`config.mk`:
```
export PLATFORM = sky130hd
export DESIGN_NAME = nor_id_probe
export DESIGN_NICKNAME = d
export VERILOG_FILES = /design/src/rtl/nor_id_pkg.sv /design/src/rtl/nor_id_settle.sv /design/src/rtl/nor_id_sector_map.sv /design/src/rtl/nor_id_probe.sv
export SDC_FILE = /design/constraint.sdc
export NUM_CORES = 1
export LEC_CHECK = 0
export BUFFER_PORTS_ARGS = -buffer_cell sky130_fd_sc_hd__clkbuf_2
export CORE_AREA = 2 2 78 80
export CTS_CLUSTER_DIAMETER = 100
export DETAILED_ROUTE_END_ITERATION = 6
export DIE_AREA = 0 0 80 82
export MAX_ROUTING_LAYER = met4
export PLACE_DENSITY = 0.85
export SYNTH_ARGS = -nofsm -noshare
export SYNTH_HDL_FRONTEND = slang
export SYNTH_SLANG_ARGS = --single-unit
```
`constraint.sdc`:
```
create_clock -name clk -period 2 [get_ports clk]
set_input_delay 0.3 -clock clk [delete_from_list [all_inputs] [get_ports clk]]
set_output_delay 0.3 -clock clk [all_outputs]
set_load 0.03 [all_outputs]
```
`src/rtl/nor_id_pkg.sv`:
```
package nor_id_pkg;

    typedef enum logic [1:0] {
        DEV_NONE   = 2'd0,
        DEV_BOOT16 = 2'd1,
        DEV_UNI64  = 2'd2
    } dev_kind_t;

    typedef enum logic [3:0] {
        S_IDLE,
        S_UNLK_A,
        S_UNLK_B,
        S_AUTOSEL,
        S_SETTLE,
        S_RD_MFR,
        S_CAP_MFR,
        S_RD_DEV,
        S_CAP_DEV,
        S_EXIT,
        S_DONE
    } probe_state_t;

endpackage

```
`src/rtl/nor_id_settle.sv`:
```
module nor_id_settle #(
    parameter int CNT_LIMIT = 100
) (
    input  logic clk,
    input  logic rst_n,
    input  logic run,
    output logic elapsed
);
    localparam int CW = $clog2(CNT_LIMIT + 1);

    logic [CW-1:0] cnt_q;

    assign elapsed = (cnt_q == CW'(CNT_LIMIT - 1));

    always_ff @(posedge clk) begin
        if (!rst_n || !run) begin
            cnt_q <= '0;
        end else if (!elapsed) begin
            cnt_q <= cnt_q + CW'(1);
        end
    end
endmodule

```
`src/rtl/nor_id_sector_map.sv`:
```
module nor_id_sector_map
    import nor_id_pkg::*;
#(
    parameter int ADDR_W   = 24,
    parameter int IDX_W    = 8,
    parameter bit LOW_BOOT = 1'b0
) (
    input  dev_kind_t         kind,
    input  logic [IDX_W-1:0]  idx,
    output logic [ADDR_W-1:0] base,
    output logic              err
);
    localparam logic [ADDR_W-1:0] OFS_BOOT = LOW_BOOT ? '0 : ADDR_W'(24'hE00000);
    localparam logic [ADDR_W-1:0] OFS_UNI  = LOW_BOOT ? '0 : ADDR_W'(24'h800000);
    localparam int                SECT_SH  = 16;

    logic [ADDR_W-1:0] raw;

    always_comb begin
        raw  = '0;
        base = '0;
        err  = 1'b1;
        case (kind)
            DEV_BOOT16: begin
                if (idx < IDX_W'(35)) begin
                    err = 1'b0;
                    if (idx < IDX_W'(4)) begin
                        case (idx[1:0])
                            2'd0:    raw = '0;
                            2'd1:    raw = ADDR_W'(24'h004000);
                            2'd2:    raw = ADDR_W'(24'h006000);
                            default: raw = ADDR_W'(24'h008000);
                        endcase
                    end else begin
                        raw = ADDR_W'(idx - IDX_W'(3)) << SECT_SH;
                    end
                    base = raw + OFS_BOOT;
                end
            end
            DEV_UNI64: begin
                if (idx < IDX_W'(128)) begin
                    err  = 1'b0;
                    raw  = ADDR_W'(idx) << SECT_SH;
                    base = raw + OFS_UNI;
                end
            end
            default: begin
                err = 1'b1;
            end
        endcase
    end
endmodule

```
`src/rtl/nor_id_probe.sv`:
```
module nor_id_probe
    import nor_id_pkg::*;
#(
    parameter int          ADDR_W        = 24,
    parameter int          IDX_W         = 8,
    parameter int          CLK_HZ        = 200_000_000,
    parameter int          WAIT_US       = 100,
    parameter bit          LOW_BOOT      = 1'b0,
    parameter logic [7:0]  MFR_CODE      = 8'h01,
    parameter logic [7:0]  DEV_BOOT_CODE = 8'h49,
    parameter logic [7:0]  DEV_UNI_CODE  = 8'h93
) (
    input  logic              clk,
    input  logic              rst_n,
    input  logic              start,
    output logic [ADDR_W-1:0] bus_addr,
    output logic [7:0]        bus_wdata,
    output logic              bus_wr,
    output logic              bus_rd,
    input  logic [7:0]        bus_rdata,
    output logic              done,
    output logic              valid,
    output logic [IDX_W-1:0]  sect_count,
    output logic [ADDR_W-1:0] size_bytes,
    input  logic [IDX_W-1:0]  sect_idx,
    output logic [ADDR_W-1:0] sect_base,
    output logic              sect_err
);
    localparam int WAIT_RAW = (CLK_HZ / 1_000_000) * WAIT_US;
    localparam int WAIT_CYC = (WAIT_RAW < 1) ? 1 : WAIT_RAW;

    localparam logic [ADDR_W-1:0] A_CMD1 = ADDR_W'(12'hAAA);
    localparam logic [ADDR_W-1:0] A_CMD2 = ADDR_W'(12'h555);
    localparam logic [ADDR_W-1:0] A_MFR  = ADDR_W'(0);
    localparam logic [ADDR_W-1:0] A_DEV  = ADDR_W'(2);

    probe_state_t state_q, state_d;
    dev_kind_t    kind_q;
    logic [7:0]   mfr_q;
    logic         settle_done;

    nor_id_settle #(.CNT_LIMIT(WAIT_CYC)) u_settle (
        .clk     (clk),
        .rst_n   (rst_n),
        .run     (state_q == S_SETTLE),
        .elapsed (settle_done)
    );

    nor_id_sector_map #(
        .ADDR_W   (ADDR_W),
        .IDX_W    (IDX_W),
        .LOW_BOOT (LOW_BOOT)
    ) u_map (
        .kind (kind_q),
        .idx  (sect_idx),
        .base (sect_base),
        .err  (sect_err)
    );

    // state register
    always_ff @(posedge clk) begin
        if (!rst_n) state_q <= S_IDLE;
        else        state_q <= state_d;
    end

    always_comb begin
        state_d = state_q;
        unique case (state_q)
            S_IDLE:    if (start) state_d = S_UNLK_A;
            S_UNLK_A:  state_d = S_UNLK_B;
            S_UNLK_B:  state_d = S_AUTOSEL;
            S_AUTOSEL: state_d = S_SETTLE;
            S_SETTLE:  if (settle_done) state_d = S_RD_MFR;
            S_RD_MFR:  state_d = S_CAP_MFR;
            S_CAP_MFR: state_d = S_RD_DEV;
            S_RD_DEV:  state_d = S_CAP_DEV;
            S_CAP_DEV: state_d = S_EXIT;
            S_EXIT:    state_d = S_DONE;
            S_DONE:    state_d = S_IDLE;
            default:   state_d = S_IDLE;
        endcase
    end

    // captured identification data
    always_ff @(posedge clk) begin
        if (!rst_n) begin
            mfr_q  <= '0;
            kind_q <= DEV_NONE;
        end else if (state_q == S_IDLE && start) begin
            kind_q <= DEV_NONE;
        end else if (state_q == S_CAP_MFR) begin
            mfr_q <= bus_rdata;
        end else if (state_q == S_CAP_DEV) begin
            if (mfr_q != MFR_CODE)              kind_q <= DEV_NONE;
            else if (bus_rdata == DEV_BOOT_CODE) kind_q <= DEV_BOOT16;
            else if (bus_rdata == DEV_UNI_CODE)  kind_q <= DEV_UNI64;
            else                                 kind_q <= DEV_NONE;
        end
    end

    // outputs
    always_comb begin
        bus_addr   = '0;
        bus_wdata  = '0;
        bus_wr     = 1'b0;
        bus_rd     = 1'b0;
        done       = 1'b0;
        unique case (state_q)
            S_UNLK_A:  begin bus_wr = 1'b1; bus_addr = A_CMD1; bus_wdata = 8'hAA; end
            S_UNLK_B:  begin bus_wr = 1'b1; bus_addr = A_CMD2; bus_wdata = 8'h55; end
            S_AUTOSEL: begin bus_wr = 1'b1; bus_addr = A_CMD1; bus_wdata = 8'h90; end
            S_RD_MFR:  begin bus_rd = 1'b1; bus_addr = A_MFR; end
            S_RD_DEV:  begin bus_rd = 1'b1; bus_addr = A_DEV; end
            S_EXIT:    begin bus_wr = 1'b1; bus_addr = A_MFR; bus_wdata = 8'hF0; end
            S_DONE:    done = 1'b1;
            default:   ;
        endcase

        valid      = (kind_q != DEV_NONE);
        sect_count = '0;
        size_bytes = '0;
        case (kind_q)
            DEV_BOOT16: begin sect_count = IDX_W'(35);  size_bytes = ADDR_W'(24'h200000); end
            DEV_UNI64:  begin sect_count = IDX_W'(128); size_bytes = ADDR_W'(24'h800000); end
            default:    ;
        endcase
    end
endmodule

```
# ---- After elaboration in Yosys (flattened, before gate mapping)
# Cells that the tools add are included.
dict set report totals {
  wordCells 71
  in_bits 19
  register_bits 29
  out_inout_bits 93
}
dict set report classes {
  order_cmp 3
  mux 23
  reduce_logical 14
  n_addsub 4
  bitwise_logic 3
  eq_ne 20
}
# operator n
set ops {}
lappend ops {{$mux 24} 5}
lappend ops {{$pmux 24 s2} 2}
lappend ops {{$add 24x24->24 const B} 2}
lappend ops {{$pmux 16 s3} 1}
lappend ops {{$pmux 4 s10} 1}
lappend ops {{$pmux 12 s3} 1}
lappend ops {{$pmux 8 s4} 1}
lappend ops {{$eq 4x3->1 const B} 4}
lappend ops {{$pmux 8 s2} 1}
lappend ops {{$add 15x1->15 const B} 1}
lappend ops {{$eq 15x15->1 const B} 1}
lappend ops {{$eq 4x4->1 const B} 3}
lappend ops {{$eq 4x2->1 const B} 2}
lappend ops {{$eq 8x7->1 const B} 1}
lappend ops {{$eq 8x8->1 const B} 1}
lappend ops {{$lt 8x3->1 const B} 1}
lappend ops {{$lt 8x6->1 const B} 1}
lappend ops {{$lt 8x8->1 const B} 1}
lappend ops {{$mux 4} 2}
lappend ops {{$ne 8x1->1 const B} 1}
lappend ops {{$sub 8x2->8 const B} 1}
lappend ops {{$mux 2} 3}
lappend ops {{$reduce_and 2->1} 3}
lappend ops {{$reduce_or 2->1} 3}
lappend ops {{other kinds (14)} 24}

# ---- Logic depth before layout (Yosys ltp)
dict set report depth {
  ltp_word 8
  mapped_depth 8
  mapped_depth_nobuf 8
}

# ---- By module
# From an unflattened synthesis, not the netlist that was laid out.
dict set report unflattened {
  hier_cells 301
  hier_area_um2 2437.3
}
# module area_each_um2 n_inst seq_area_each_um2 cells_per_inst
set modules_own_cells {}
lappend modules_own_cells {nor_id_probe 1196.1 1 280.3 142}
lappend modules_own_cells {nor_id_settle 720.7 1 300.3 84}
lappend modules_own_cells {nor_id_sector_map 520.5 1 0.0 75}

# ---- Worst setup path after synthesis
# No wires, ideal clock.
dict set report synth_path {
  kind {input-to-output}
  from {input port sect_idx[0]}
  to {output port sect_base[23]}
  required_time_ns 1.700
  slack_ns -0.493
  stages 8
  arrival_time_ns 2.193
  n_path_buf 0
  path_cell_list {ha_1 nor3_1 nand2b_1 nor2_1 mux2i_1 ha_1 a41oi_1 nor3b_1}
}
dict set report synth_between {
  elab_chain_cells 8
  word_cells_on_any_way 16
  classes_between {add/sub (3); order compare (3); eq/ne (2); mux (7); reduce/logical (1)}
}
# item line_no
set synth_rtl {}
lappend synth_rtl {{from (decl)} nor_id_probe.sv:25} ;# input logic [IDX_W-1:0] sect_idx,
lappend synth_rtl {{branches (longest 7 deep; another with $add 24x24->24)} -}
lappend synth_rtl {{$pmux 24 s2 (*)} nor_id_sector_map.sv:23} ;# case (kind)
lappend synth_rtl {{to (decl)} nor_id_probe.sv:26} ;# output logic [ADDR_W-1:0] sect_base,
# Every way passes the cells marked *. The select of a mux whose other input is x is not followed.

# ---- Final worst setup path
# Ends and elaborated chain as after synthesis.

==> flow_summary.toml <==
[route]
dr_total_vias = 2209
drc = 0
routed_wl_um = 6096
postRouteAntennaNets = 0
drtIter0Drc = 71
drt-wirelength-per-cell_um = 13.79
viasPerCell = 4.998
drt-pass1-iter-count = 4

[placed_design]
pre_cts_ws_ns = -0.2582
globalplace.congestion = 0.8077
hpwlAfterDp_um = 3736
dp_cells = 421
io_buffers = 60

[finish]
n_antenna_cell = 0
final_cell_count_no_fill = 442
final_layout_size_suffix_gt1_share_pct = 36.51
nets = 394
post-route-util_pct = 52.16
syn2layout_area_growth_pct = 25.85

[clock_tree]
clk_latency_ns = 0.28
cts_tree = "yes"
path_clk_slew_ns = 0.06
numCtsBuffers = 5
clockBufferDepth = 2
root_buffer = "clkbuf_8"
h-tree-depth = 2
cts.sinks = 29

[timing]
fmax_ghz = 0.4396
rsz0062_at_grt = "true"
layout_setup_ws_ns = -0.2746
final_hold_viol_count = 0
tns_ns = -0.9417
skew_ns = 0.005528
tightest_slew_ns = 0.5654
slew_headroom_pct = 62.20
fin_crit_sh_pct = 113.7
slew_violations = 0
min_period_ns = 2.275
final-setup-viol-count = 10

[pwr]
ir_worst_vdd_mv = 0.3266
p_per_area_nw_per_um2 = 566.5
leakagePower_nw = 1.301
p_total_mw = 1.698

[synthesis]
yosysMostFrequentCell = "buf_4"
synth_top_cell_by_area = "dfxtp_1"
syn_avg_cell_area_um2 = 8.017
syn_area_um2 = 2381
yosys-top-cells-area = "dfxtp_1, buf_4, mux2i_1, ha_1, nor2b_1"
post-synth-top-area-fraction_pct = 24.38
ys_seq_area_share_pct = 24.38
async_reset_ff_share_pct = 0
synth_flop_cell = "dfxtp_1"
ys.warnings.count = 0
synth_common_cells = "buf_4, dfxtp_1, nor2_1"
yosysUniqueCellTypes = 48
syn_inst = 297
ys_ff_latch = 29
synth_edf_count = 0

[global_route]
use_met1_pct = 16.28
grt_pass1_wl_um = 8673
busiest_layer = "met2"
grt_pass1_vias = 1994
grt_remaining_overflow = 0
grt_max_degree = 20
met2_usage_pct = 32.42
grt_use_total_pct = 17.15
antenna_found_initial = 0
grtUsageMet3_pct = 3.846

[hold_path]
hp-class = "in -> reg"
min_path_cells = 3

[critical_path]
slowest_stage = "mux2i_1"
cpPeakStageDelay_ns = 0.26
worst_setup_path_start_kind = "primary input"
crit_required_ns = 1.70
endpoint_kind = "primary output"
crit_path_end = "sect_base[23]"
r2r_cells = 4
reg2reg_from = "u_settle.cnt_q[5]"
crit_fanout = 2
r2r_end = "u_settle.cnt_q[13]"
crit_arrival_ns = 1.97
cp_cell_sequence = "buf_8, ha_4, nor3_4, nand2b_1, nor2_2, mux2i_1, ha_1, a41oi_2, nor3b_4, clkbuf_8"
rrSetupSlack_ns = 0.27
crit_type = "in -> out"
crit_path_start = "sect_idx[0]"

[floorplan]
die_w_um = 80
dieHeight_um = 82
core_area_um2 = 5746
start_util_pct = 41.44
rows = 28
dieArea_um2 = 6560
io_pins = 112

[run_status]
outcome = "complete, but fails checks"
violations = "setup timing"

[job]
timing.max_cap.violations = 0
==> area by class of cell <==
| class | instances | area [um2] |
|---|---|---|
| Tap cell | 75 | 93.84 |
| Clock inverter | 2 | 10.01 |
| Inverter | 9 | 33.78 |
| Multi-Input combinational cell | 232 | 1573 |
| Fill cell | 502 | 2749 |
| Clock buffer | 6 | 72.57 |
| Sequential cell | 29 | 583.1 |
| Timing Repair Buffer | 89 | 630.6 |
==> kinds of logic after synthesis <==
family | after synthesis | share of synthesized area [%]
multiplexers | 12 | 5.045
adder cells (fa/ha/maj) | 9 | 4.729
AND/OR/NAND/NOR | 112 | 27.06
other | 1 | 0.1575
buffers and inverters | 86 | 25.12
flip-flops | 29 | 24.38
AO/OA/AOI/OAI | 39 | 10.19
XOR/XNOR | 9 | 3.310
==> timing repair <==
item	in CTS	in global routing
hold buffers	0	0
pin swaps	14	11
setup endpoints to repair	12	12
resized for setup	44	27
buffers inserted	14	2
==> power by group <==
| group | leakage, nW | internal, mW | switching, mW |
|---|---|---|---|
| Clock | 0.0450 | 0.241 | 0.227 |
| Combinational | 1.02 | 0.160 | 0.461 |
| Sequential | 0.235 | 0.590 | 0.0186 |
| Total | 1.30 | 0.991 | 0.706 |
==> worst min path at each step <==
| stage | startpoint | endpoint | slack, ns |
|---|---|---|---|
| finish | bus_rdata[0] | mfr_q[0] | 0.29 |
| global placement | kind_q[0] | kind_q[0] | 0.46 |
| floorplan | kind_q[0] | kind_q[0] | 0.45 |
| global route | bus_rdata[0] | mfr_q[0] | 0.30 |
| CTS | bus_rdata[0] | mfr_q[0] | 0.29 |
| detailed placement | kind_q[0] | kind_q[0] | 0.48 |
==> placed cells by master, fill, tap and decap left out, types with 4 or more instances in the layout <==
master / synthesis / routed
a21oi_1: 10 / 10
buf_4: 67 / 28
buf_6: 3 / 4
buf_8: 0 / 5
clkbuf_2: 0 / 45
clkbuf_8: 0 / 9
conb_1: 1 / 51
dfxtp_1: 29 / 27
ha_1: 9 / 6
inv_1: 9 / 7
mux2i_1: 12 / 11
nand2_1: 15 / 11
nand2b_1: 4 / 4
nand3_1: 7 / 7
nand4_1: 5 / 5
nor2_1: 21 / 19
nor2b_1: 13 / 13
nor3_1: 12 / 8
o21ai_0: 9 / 4
xnor2_1: 5 / 4
xor2_1: 4 / 4
==> state kept, by name, summed over array words and instances, names as in the netlist <==
name            flops
kind_q              2
u_settle.cnt_q     15
mfr_q               8
state_q             4
==> metrics by stage <==
step | hold WS, ns | area (um2)
floorplan | 0.4525 | 2614
global placement | 0.4648 | 2564
detailed placement | 0.4778 | 2564
CTS | 0.2905 | 2927
global route | 0.3007 | 2997
finish | 0.2926 | 2997
==> critical path, delay by kind of cell <==
kind	cells	cell delay, ns
AO/OA/AOI/OAI	1	0.13
AND/OR/NAND/NOR	4	0.64
adder cells (fa/ha/maj)	2	0.36
buffers and inverters	2	0.29
multiplexers	1	0.26
==> routing by layer <==
layer / vias to the layer above / routed length, um
li1: 1049 / -
met2: 113 / 3326
met3: 32 / 368
met5: - / 0
met1: 1015 / 2178
met4: 0 / 223
(Power assumes the default switching activity.)
